## src/rtl/uart_pkg.sv

```systemverilog
package uart_pkg;

    typedef enum logic [2:0] {
        SER_IDLE,
        SER_START,
        SER_DATA,
        SER_PAR,
        SER_STOP
    } ser_state_e;

    typedef struct packed {
        logic tie;
        logic rie;
        logic par_odd;
        logic par_en;
    } uart_cfg_t;

    typedef struct packed {
        logic [7:0] data;
        logic       perr;
        logic       ferr;
    } rx_frame_t;

    localparam logic [1:0] ADDR_CTRL = 2'd0;
    localparam logic [1:0] ADDR_TXD  = 2'd1;
    localparam logic [1:0] ADDR_STAT = 2'd2;
    localparam logic [1:0] ADDR_RXD  = 2'd3;

    // receive flag vector indices (status bits 6..3)
    localparam int F_RF = 3;
    localparam int F_OV = 2;
    localparam int F_FE = 1;
    localparam int F_PE = 0;

    localparam int OVS      = 16;
    localparam int OVS_W    = $clog2(OVS);
    localparam int HALF_BIT = OVS / 2;

    localparam logic [1:0] IRQ_NONE = 2'd0;
    localparam logic [1:0] IRQ_RERR = 2'd1;
    localparam logic [1:0] IRQ_REND = 2'd2;
    localparam logic [1:0] IRQ_TEND = 2'd3;

    function automatic logic par_bit(input logic [7:0] d, input logic odd);
        return (^d) ^ odd;
    endfunction

endpackage

```

## src/rtl/uart_tick.sv

```systemverilog
module uart_tick #(
    parameter int DIV = 4
) (
    input  logic clk,
    input  logic rst,
    output logic tick
);
    localparam int W = (DIV > 1) ? $clog2(DIV) : 1;
    localparam logic [W-1:0] LAST = W'(DIV - 1);

    logic [W-1:0] cnt;

    always_ff @(posedge clk) begin
        if (rst)              cnt <= '0;
        else if (cnt == LAST) cnt <= '0;
        else                  cnt <= cnt + 1'b1;
    end

    assign tick = (cnt == LAST);

endmodule

```

## src/rtl/uart_tx.sv

```systemverilog
module uart_tx
    import uart_pkg::*;
(
    input  logic       clk,
    input  logic       rst,
    input  logic       tick,
    input  logic       par_en,
    input  logic       par_odd,
    input  logic       pend,
    input  logic [7:0] data,
    output logic       take,
    output logic       txd
);
    ser_state_e       state;
    logic [OVS_W-1:0] cnt;
    logic [2:0]       bitn;
    logic [7:0]       sh;
    logic             par;

    assign take = (state == SER_IDLE) && pend;

    always_ff @(posedge clk) begin
        if (rst) begin
            state <= SER_IDLE;
            cnt   <= '0;
            bitn  <= '0;
            sh    <= '0;
            par   <= 1'b0;
        end else if (state == SER_IDLE) begin
            if (take) begin
                sh    <= data;
                par   <= par_bit(data, par_odd);
                cnt   <= '0;
                state <= SER_START;
            end
        end else if (tick) begin
            cnt <= cnt + 1'b1;
            if (cnt == OVS_W'(OVS - 1)) begin
                unique case (state)
                    SER_START: begin
                        bitn  <= '0;
                        state <= SER_DATA;
                    end
                    SER_DATA: begin
                        sh   <= {1'b0, sh[7:1]};
                        bitn <= bitn + 1'b1;
                        if (bitn == 3'd7) state <= par_en ? SER_PAR : SER_STOP;
                    end
                    SER_PAR:  state <= SER_STOP;
                    SER_STOP: state <= SER_IDLE;
                    default:  state <= SER_IDLE;
                endcase
            end
        end
    end

    always_comb begin
        unique case (state)
            SER_START: txd = 1'b0;
            SER_DATA:  txd = sh[0];
            SER_PAR:   txd = par;
            default:   txd = 1'b1;
        endcase
    end

    // a copied byte is followed by the start bit on the next cycle
    p_start_follows_take_r3: assert property (@(posedge clk) disable iff (rst)
        take |=> (txd == 1'b0));

endmodule

```

## src/rtl/uart_rx.sv

```systemverilog
module uart_rx
    import uart_pkg::*;
(
    input  logic      clk,
    input  logic      rst,
    input  logic      tick,
    input  logic      rxd,
    input  logic      par_en,
    input  logic      par_odd,
    output logic      done,
    output rx_frame_t frame
);
    ser_state_e       state;
    logic [OVS_W-1:0] cnt;
    logic [2:0]       bitn;
    logic [7:0]       sh;
    logic             perr;
    logic             s1, s2, s_prev;
    logic             fall;

    always_ff @(posedge clk) begin
        if (rst) begin
            s1     <= 1'b1;
            s2     <= 1'b1;
            s_prev <= 1'b1;
        end else begin
            s1     <= rxd;
            s2     <= s1;
            s_prev <= s2;
        end
    end

    assign fall = s_prev && !s2;

    always_ff @(posedge clk) begin
        if (rst) begin
            state <= SER_IDLE;
            cnt   <= '0;
            bitn  <= '0;
            sh    <= '0;
            perr  <= 1'b0;
            done  <= 1'b0;
            frame <= '0;
        end else begin
            done <= 1'b0;
            if (state == SER_IDLE) begin
                if (fall) begin
                    cnt   <= '0;
                    state <= SER_START;
                end
            end else if (tick) begin
                cnt <= cnt + 1'b1;
                unique case (state)
                    SER_START: begin
                        if (cnt == OVS_W'(HALF_BIT - 1)) begin
                            cnt <= '0;
                            if (!s2) begin
                                bitn  <= '0;
                                perr  <= 1'b0;
                                state <= SER_DATA;
                            end else begin
                                state <= SER_IDLE;
                            end
                        end
                    end
                    SER_DATA: begin
                        if (cnt == OVS_W'(OVS - 1)) begin
                            sh   <= {s2, sh[7:1]};
                            bitn <= bitn + 1'b1;
                            if (bitn == 3'd7) state <= par_en ? SER_PAR : SER_STOP;
                        end
                    end
                    SER_PAR: begin
                        if (cnt == OVS_W'(OVS - 1)) begin
                            perr  <= (s2 != par_bit(sh, par_odd));
                            state <= SER_STOP;
                        end
                    end
                    SER_STOP: begin
                        if (cnt == OVS_W'(OVS - 1)) begin
                            done       <= 1'b1;
                            frame.data <= sh;
                            frame.perr <= perr;
                            frame.ferr <= !s2;
                            state      <= SER_IDLE;
                        end
                    end
                    default: state <= SER_IDLE;
                endcase
            end
        end
    end

    // each frame yields exactly one result pulse
    p_done_single_r6: assert property (@(posedge clk) disable iff (rst)
        done |=> !done);

    // a result is only produced on leaving the stop bit
    p_done_from_stop_r5: assert property (@(posedge clk) disable iff (rst)
        done |-> (state == SER_IDLE));

endmodule

```

## src/rtl/uart_regs.sv

```systemverilog
module uart_regs
    import uart_pkg::*;
(
    input  logic       clk,
    input  logic       rst,
    input  logic [1:0] bus_addr,
    input  logic       bus_wr,
    input  logic       bus_rd,
    input  logic [7:0] bus_wdata,
    output logic [7:0] bus_rdata,
    input  logic       rx_done,
    input  rx_frame_t  rx_frame,
    input  logic       tx_take,
    output logic       tx_pend,
    output logic [7:0] tx_data,
    output logic       par_en,
    output logic       par_odd,
    output logic       irq_rx_err,
    output logic       irq_rx_end,
    output logic       irq_tx_end,
    output logic [1:0] irq_top
);
    uart_cfg_t  cfg;
    logic [7:0] tdr;
    logic [7:0] rdr;
    logic       te;
    logic [3:0] flg;
    logic [3:0] arm;
    logic [3:0] clr;
    logic [3:0] flg_n;
    logic       load;
    logic       any_err;
    logic       wr_ctrl, wr_tdr, wr_stat, rd_stat;

    assign wr_ctrl = bus_wr && (bus_addr == ADDR_CTRL);
    assign wr_tdr  = bus_wr && (bus_addr == ADDR_TXD);
    assign wr_stat = bus_wr && (bus_addr == ADDR_STAT);
    assign rd_stat = bus_rd && (bus_addr == ADDR_STAT);
    assign any_err = flg[F_OV] | flg[F_FE] | flg[F_PE];

    always_comb begin
        clr   = wr_stat ? (arm & ~bus_wdata[6:3]) : 4'b0000;
        flg_n = flg & ~clr;
        load  = 1'b0;
        if (rx_done && !any_err) begin
            if (flg[F_RF]) begin
                flg_n[F_OV] = 1'b1;
                flg_n[F_FE] = flg_n[F_FE] | rx_frame.ferr;
                flg_n[F_PE] = flg_n[F_PE] | rx_frame.perr;
            end else begin
                load = 1'b1;
                if (rx_frame.ferr || rx_frame.perr) begin
                    flg_n[F_FE] = flg_n[F_FE] | rx_frame.ferr;
                    flg_n[F_PE] = flg_n[F_PE] | rx_frame.perr;
                end else begin
                    flg_n[F_RF] = 1'b1;
                end
            end
        end
    end

    always_ff @(posedge clk) begin
        if (rst) begin
            cfg <= '0;
            tdr <= '0;
            rdr <= '0;
            te  <= 1'b1;
            flg <= '0;
            arm <= '0;
        end else begin
            if (wr_ctrl) begin
                cfg.tie     <= bus_wdata[7];
                cfg.rie     <= bus_wdata[6];
                cfg.par_odd <= bus_wdata[1];
                cfg.par_en  <= bus_wdata[0];
            end
            if (wr_tdr) begin
                tdr <= bus_wdata;
                te  <= 1'b0;
            end else if (tx_take) begin
                te  <= 1'b1;
            end
            if (rd_stat) arm <= flg;
            else         arm <= arm & ~clr;
            flg <= flg_n;
            if (load) rdr <= rx_frame.data;
        end
    end

    always_comb begin
        unique case (bus_addr)
            ADDR_CTRL: bus_rdata = {cfg.tie, cfg.rie, 4'b0000, cfg.par_odd, cfg.par_en};
            ADDR_TXD:  bus_rdata = tdr;
            ADDR_STAT: bus_rdata = {te, flg, 3'b000};
            default:   bus_rdata = rdr;
        endcase
    end

    assign tx_pend = !te;
    assign tx_data = tdr;
    assign par_en  = cfg.par_en;
    assign par_odd = cfg.par_odd;

    assign irq_rx_err = any_err && cfg.rie;
    assign irq_rx_end = flg[F_RF] && cfg.rie;
    assign irq_tx_end = te && cfg.tie;

    always_comb begin
        if (irq_rx_err)      irq_top = IRQ_RERR;
        else if (irq_rx_end) irq_top = IRQ_REND;
        else if (irq_tx_end) irq_top = IRQ_TEND;
        else                 irq_top = IRQ_NONE;
    end

    // copying the holding byte into the shifter raises transmit-empty
    p_take_sets_empty_r4: assert property (@(posedge clk) disable iff (rst)
        (tx_take && !wr_tdr) |=> te);

    // an overrun never disturbs the held byte
    p_overrun_keeps_data_r8: assert property (@(posedge clk) disable iff (rst)
        $rose(flg[F_OV]) |-> $stable(rdr));

    // an erroneous frame is delivered but not marked full
    p_error_frame_not_full_r7: assert property (@(posedge clk) disable iff (rst)
        (rx_done && !flg[F_RF] && !any_err && (rx_frame.ferr || rx_frame.perr))
        |=> (!flg[F_RF] && rdr == $past(rx_frame.data)));

    // pending errors block delivery
    p_blocked_while_error_r9: assert property (@(posedge clk) disable iff (rst)
        (rx_done && any_err) |=> $stable(rdr));

    // the error request always wins the priority code
    p_error_on_top_r12: assert property (@(posedge clk) disable iff (rst)
        irq_rx_err |-> (irq_top == IRQ_RERR));

endmodule

```

## src/rtl/uart_core.sv

```systemverilog
module uart_core
    import uart_pkg::*;
#(
    parameter int DIV = 4
) (
    input  logic       clk,
    input  logic       rst,
    input  logic [1:0] bus_addr,
    input  logic       bus_wr,
    input  logic       bus_rd,
    input  logic [7:0] bus_wdata,
    output logic [7:0] bus_rdata,
    input  logic       rxd,
    output logic       txd,
    output logic       irq_rx_err,
    output logic       irq_rx_end,
    output logic       irq_tx_end,
    output logic [1:0] irq_top
);
    logic       tick;
    logic       rx_done;
    rx_frame_t  rx_frame;
    logic       tx_take;
    logic       tx_pend;
    logic [7:0] tx_data;
    logic       par_en;
    logic       par_odd;

    uart_tick #(.DIV(DIV)) u_tick (
        .clk  (clk),
        .rst  (rst),
        .tick (tick)
    );

    uart_tx u_tx (
        .clk     (clk),
        .rst     (rst),
        .tick    (tick),
        .par_en  (par_en),
        .par_odd (par_odd),
        .pend    (tx_pend),
        .data    (tx_data),
        .take    (tx_take),
        .txd     (txd)
    );

    uart_rx u_rx (
        .clk     (clk),
        .rst     (rst),
        .tick    (tick),
        .rxd     (rxd),
        .par_en  (par_en),
        .par_odd (par_odd),
        .done    (rx_done),
        .frame   (rx_frame)
    );

    uart_regs u_regs (
        .clk        (clk),
        .rst        (rst),
        .bus_addr   (bus_addr),
        .bus_wr     (bus_wr),
        .bus_rd     (bus_rd),
        .bus_wdata  (bus_wdata),
        .bus_rdata  (bus_rdata),
        .rx_done    (rx_done),
        .rx_frame   (rx_frame),
        .tx_take    (tx_take),
        .tx_pend    (tx_pend),
        .tx_data    (tx_data),
        .par_en     (par_en),
        .par_odd    (par_odd),
        .irq_rx_err (irq_rx_err),
        .irq_rx_end (irq_rx_end),
        .irq_tx_end (irq_tx_end),
        .irq_top    (irq_top)
    );

endmodule

```

## config.mk

```make
export PLATFORM = sky130hd
export DESIGN_NAME = uart_core
export DESIGN_NICKNAME = d
export VERILOG_FILES = /design/src/rtl/uart_pkg.sv /design/src/rtl/uart_tick.sv /design/src/rtl/uart_tx.sv /design/src/rtl/uart_rx.sv /design/src/rtl/uart_regs.sv /design/src/rtl/uart_core.sv
export SDC_FILE = /design/constraint.sdc
export NUM_CORES = 1
export LEC_CHECK = 0
export BUFFER_PORTS_ARGS = -buffer_cell sky130_fd_sc_hd__buf_2
export CORE_MARGIN = 4
export CORE_UTILIZATION = 40
export DETAILED_ROUTE_END_ITERATION = 16
export PLACE_DENSITY = 0.65
export REMOVE_ABC_BUFFERS = 1
export SYNTH_ARGS = -nofsm -noshare
export SYNTH_HDL_FRONTEND = slang
export SYNTH_SLANG_ARGS = --single-unit
```

## constraint.sdc

```tcl
create_clock -name clk -period 5.8 [get_ports clk]
set_clock_uncertainty 0.2 [all_clocks]
set_input_delay 0.29 -clock clk [delete_from_list [all_inputs] [get_ports clk]]
set_output_delay 0.29 -clock clk [all_outputs]
set_load 0.02 [all_outputs]
```

==> reports/qor.yml <==
run_status:
  status: "completed"
critical_path:
  worstRegToRegCells: 5
  required_ns: 5.81
  critPathArrivalTime_ns: 2.69
  cp-end-kind: "flop"
  r2r-start: "u_tick.cnt[0]"
  path_class: "flop to flop"
  r2r-end: "u_tx.sh[7]"
  crit_fanout: 18
  rrSetupSlack_ns: 3.12
  start_kind: "flop"
logic_synthesis:
  synth_area_leader_cell: "dfxtp_1"
  syn-cell-area_um2: 4100
  synth_edf_count: 0
  netlist.area_leader.share_pct: 40.5
  synthArstFlopShare_pct: 0
  avgSynthCellArea_um2: 9.17
  synth.area.top_cells: "dfxtp_1 41%, mux2i_1 9.8%, nor2_1 5.6%"
  yosysWarnings: 0
  synth_cell_type_count: 61
  synthFlopType: "dfxtp_1"
  synth_seq_cells: 83
  synthCells: 447
  ys_seq_area_share_pct: 40.5
power:
  pwr_density_cell_nw_per_um2: 240
  p_total_mw: 1.09
  leakage_nw: 1.73
  ir_drop_v: 0.000103
sta:
  holdWs_ns: 0.0126
  fin_crit_sh_pct: 46.2
  final-setup-viol-count: 0
  hold_viol: 0
  fin_ws_ns: 3.12
  tightest_slew_ns: 0.851
  setup_tns_ns: 0
  timing.final.crit_period_ns: 2.68
  slew_headroom_pct: 43.2
  fmax_ghz: 0.373
  slew_violations: 0
  grt_setup_unrepaired: "no"
floorplan:
  initial_utilization_pct: 41.6
  core-area_um2: 9860
  fp.dieH_um: 109
  io_pins: 29
  dieArea_um2: 11900
  row_count: 36
  dieWidth_um: 109
clocking:
  insertion_delay_ns: 0.35
  numCtsBuffers: 9
  clk_pin_slew_ns: 0.09
  cts_tree: "done"
  cts.sinks: 83
  htree_levels: 3
  cts_setup_buffers: 0
  cts_root_buf: "clkbuf_8"
  post_cts_resized: 0
  cts_buffer_depth: 2
  postCtsHoldBufs: 6
final_layout:
  final_area_um2: 4530
  syn2layout_area_growth_pct: 10.5
  final_nets: 483
  layout_commonest_cell: "dfxtp_1"
  antennaDiodeCount: 0
  final_layout_size_suffix_gt1_share_pct: 14.8
  layout_common_cells: "83 x dfxtp_1, 61 x nor2_1, 40 x mux2i_1"
  fin_util_pct: 45.9
  final_cell_count_no_fill: 599
placement:
  pre_cts_ws_ns: 3.14
  io_buffer_count: 28
  dp.cells: 577
  dpl.hpwl_mm: 6.00
  place.gp.congestion: 0.913
  dpl_cell_area_um2: 4270
route:
  drc: 0
  vias_per_cell: 5.32
  drt_iter0_drc: 205
  num_vias: 3189
  routed_wl_mm: 8.44
  ant_nets: 0
  dr.pass1.iters: 5
  wire_per_inst_um: 14.1
hold_path:
  hold_depth: 3
  holdCritPathClass: "primary input to flop"
  min_from: "bus_wdata[7]"
  hold_end: "u_regs.tx_data[7]"
grt:
  gr-usage-met3_pct: 3.37
  first_global_vias: 3006
  grt_overflow: 0
  grt-busiest-layer: "met2"
  grt_max_degree: 44
  grtUsageMet1_pct: 20.6
  gr-usage-all-layers_pct: 15.0
  grt_antenna_before_repair: 0
  global_route.usage.met2_pct: 23.2
  grt_pass1_wl_mm: 14.5
flow_run:
  maxCapViolCount: 0
## power by group
part / switching, mW / total (mW) / internal (mW)
clock: 0.216 / 0.417 / 0.201
combinational: 0.0423 / 0.0767 / 0.0344
sequential: 0.0123 / 0.592 / 0.580
## how the worst max path moves through the flow
stage	endpoint	from	cells past startpoint	slack (ns)
floorplan	u_tx.sh[5]	u_tick.cnt[0]	5	3.48
global placement	u_tx.sh[7]	u_tick.cnt[0]	5	3.21
detailed placement	u_tx.sh[6]	u_tick.cnt[0]	5	3.14
CTS	u_tx.sh[6]	u_tick.cnt[0]	5	3.11
global route	u_tx.sh[0]	u_tick.cnt[0]	5	2.85
finish	u_tx.sh[7]	u_tick.cnt[0]	5	3.12
## critical path: stages, from the launching register on
cell       delay (ns)
dfxtp_1          0.34
ha_1             0.55
nand4_4          0.25
a2111oi_4        0.87
mux2i_1          0.27
nor2_1           0.06
## layer usage
metal | wire length, µm | up-vias
met5 | 0 | -
met4 | 112 | 0
met3 | 280 | 9
met2 | 3910 | 51
met1 | 4130 | 1518
li1 | - | 1611
## sequential cells by signal, indices dropped and copies added, names as in the netlist, 2 cells and up
name	cells
u_rx.frame	10
u_tx.sh	8
u_rx.cnt	4
u_tx.state	3
u_tick.cnt	2
u_regs.tx_data	8
u_rx.sh	8
u_regs.cfg	2
u_rx.bitn	3
u_tx.bitn	3
u_regs.arm	4
u_regs.flg	4
u_tx.cnt	4
u_regs.rdr	8
u_rx.state	3
## cell type report
class	count	area, µm²
fillers	929	5330
multi-input cells	321	2250
flip-flops and latches	83	1660
repair buffers	36	215
well taps	133	166
clock buffers	9	124
clock inverters	7	77.6
inverters	10	37.5
## synthesized netlist by cell type (2+ instances only)
master     count
nand3_1        9
a21oi_1       25
nor3b_1        4
or3b_2         2
a2111oi_4      2
and3b_1        3
buf_2          7
buf_6          2
o32ai_1        2
nor4b_1        2
nand2_1       39
nand2b_1       8
mux2i_1       40
clkbuf_1      22
and2_1         4
o211ai_1       5
or3_1          2
o21ai_0        4
xnor3_1        2
o221ai_1       2
mux4_2         2
nor2b_1        6
a2111o_1       2
and3_1         2
xnor2_1        9
o21bai_1       2
nand3b_1      12
xor2_1         4
nor2_1        61
inv_1         10
or2_2          4
nor3_1         8
a311oi_2       2
a211oi_1       3
a311oi_1       5
dfxtp_1       83
a22oi_1        4
ha_1           7
a22o_1         5
nand4_1        5
mux2_2         5
## kinds of logic (layout without fill, tap and decap cells)
| logic type | count (synthesis) | after routing | share of synthesized area (%) |
|---|---|---|---|
| DFF | 83 | 83 | 40.5 |
| xor gates and xnor gates | 15 | 15 | 3.88 |
| muxes | 47 | 47 | 12.2 |
| buffers and inverters | 43 | 62 | 4.61 |
| and+or+nand+nor | 176 | 176 | 21.8 |
| AOI/OAI and AO/OA | 76 | 76 | 14.8 |
| adders and majority gates | 7 | 7 | 2.14 |
Note: power is estimated with default switching activity, not from simulation.
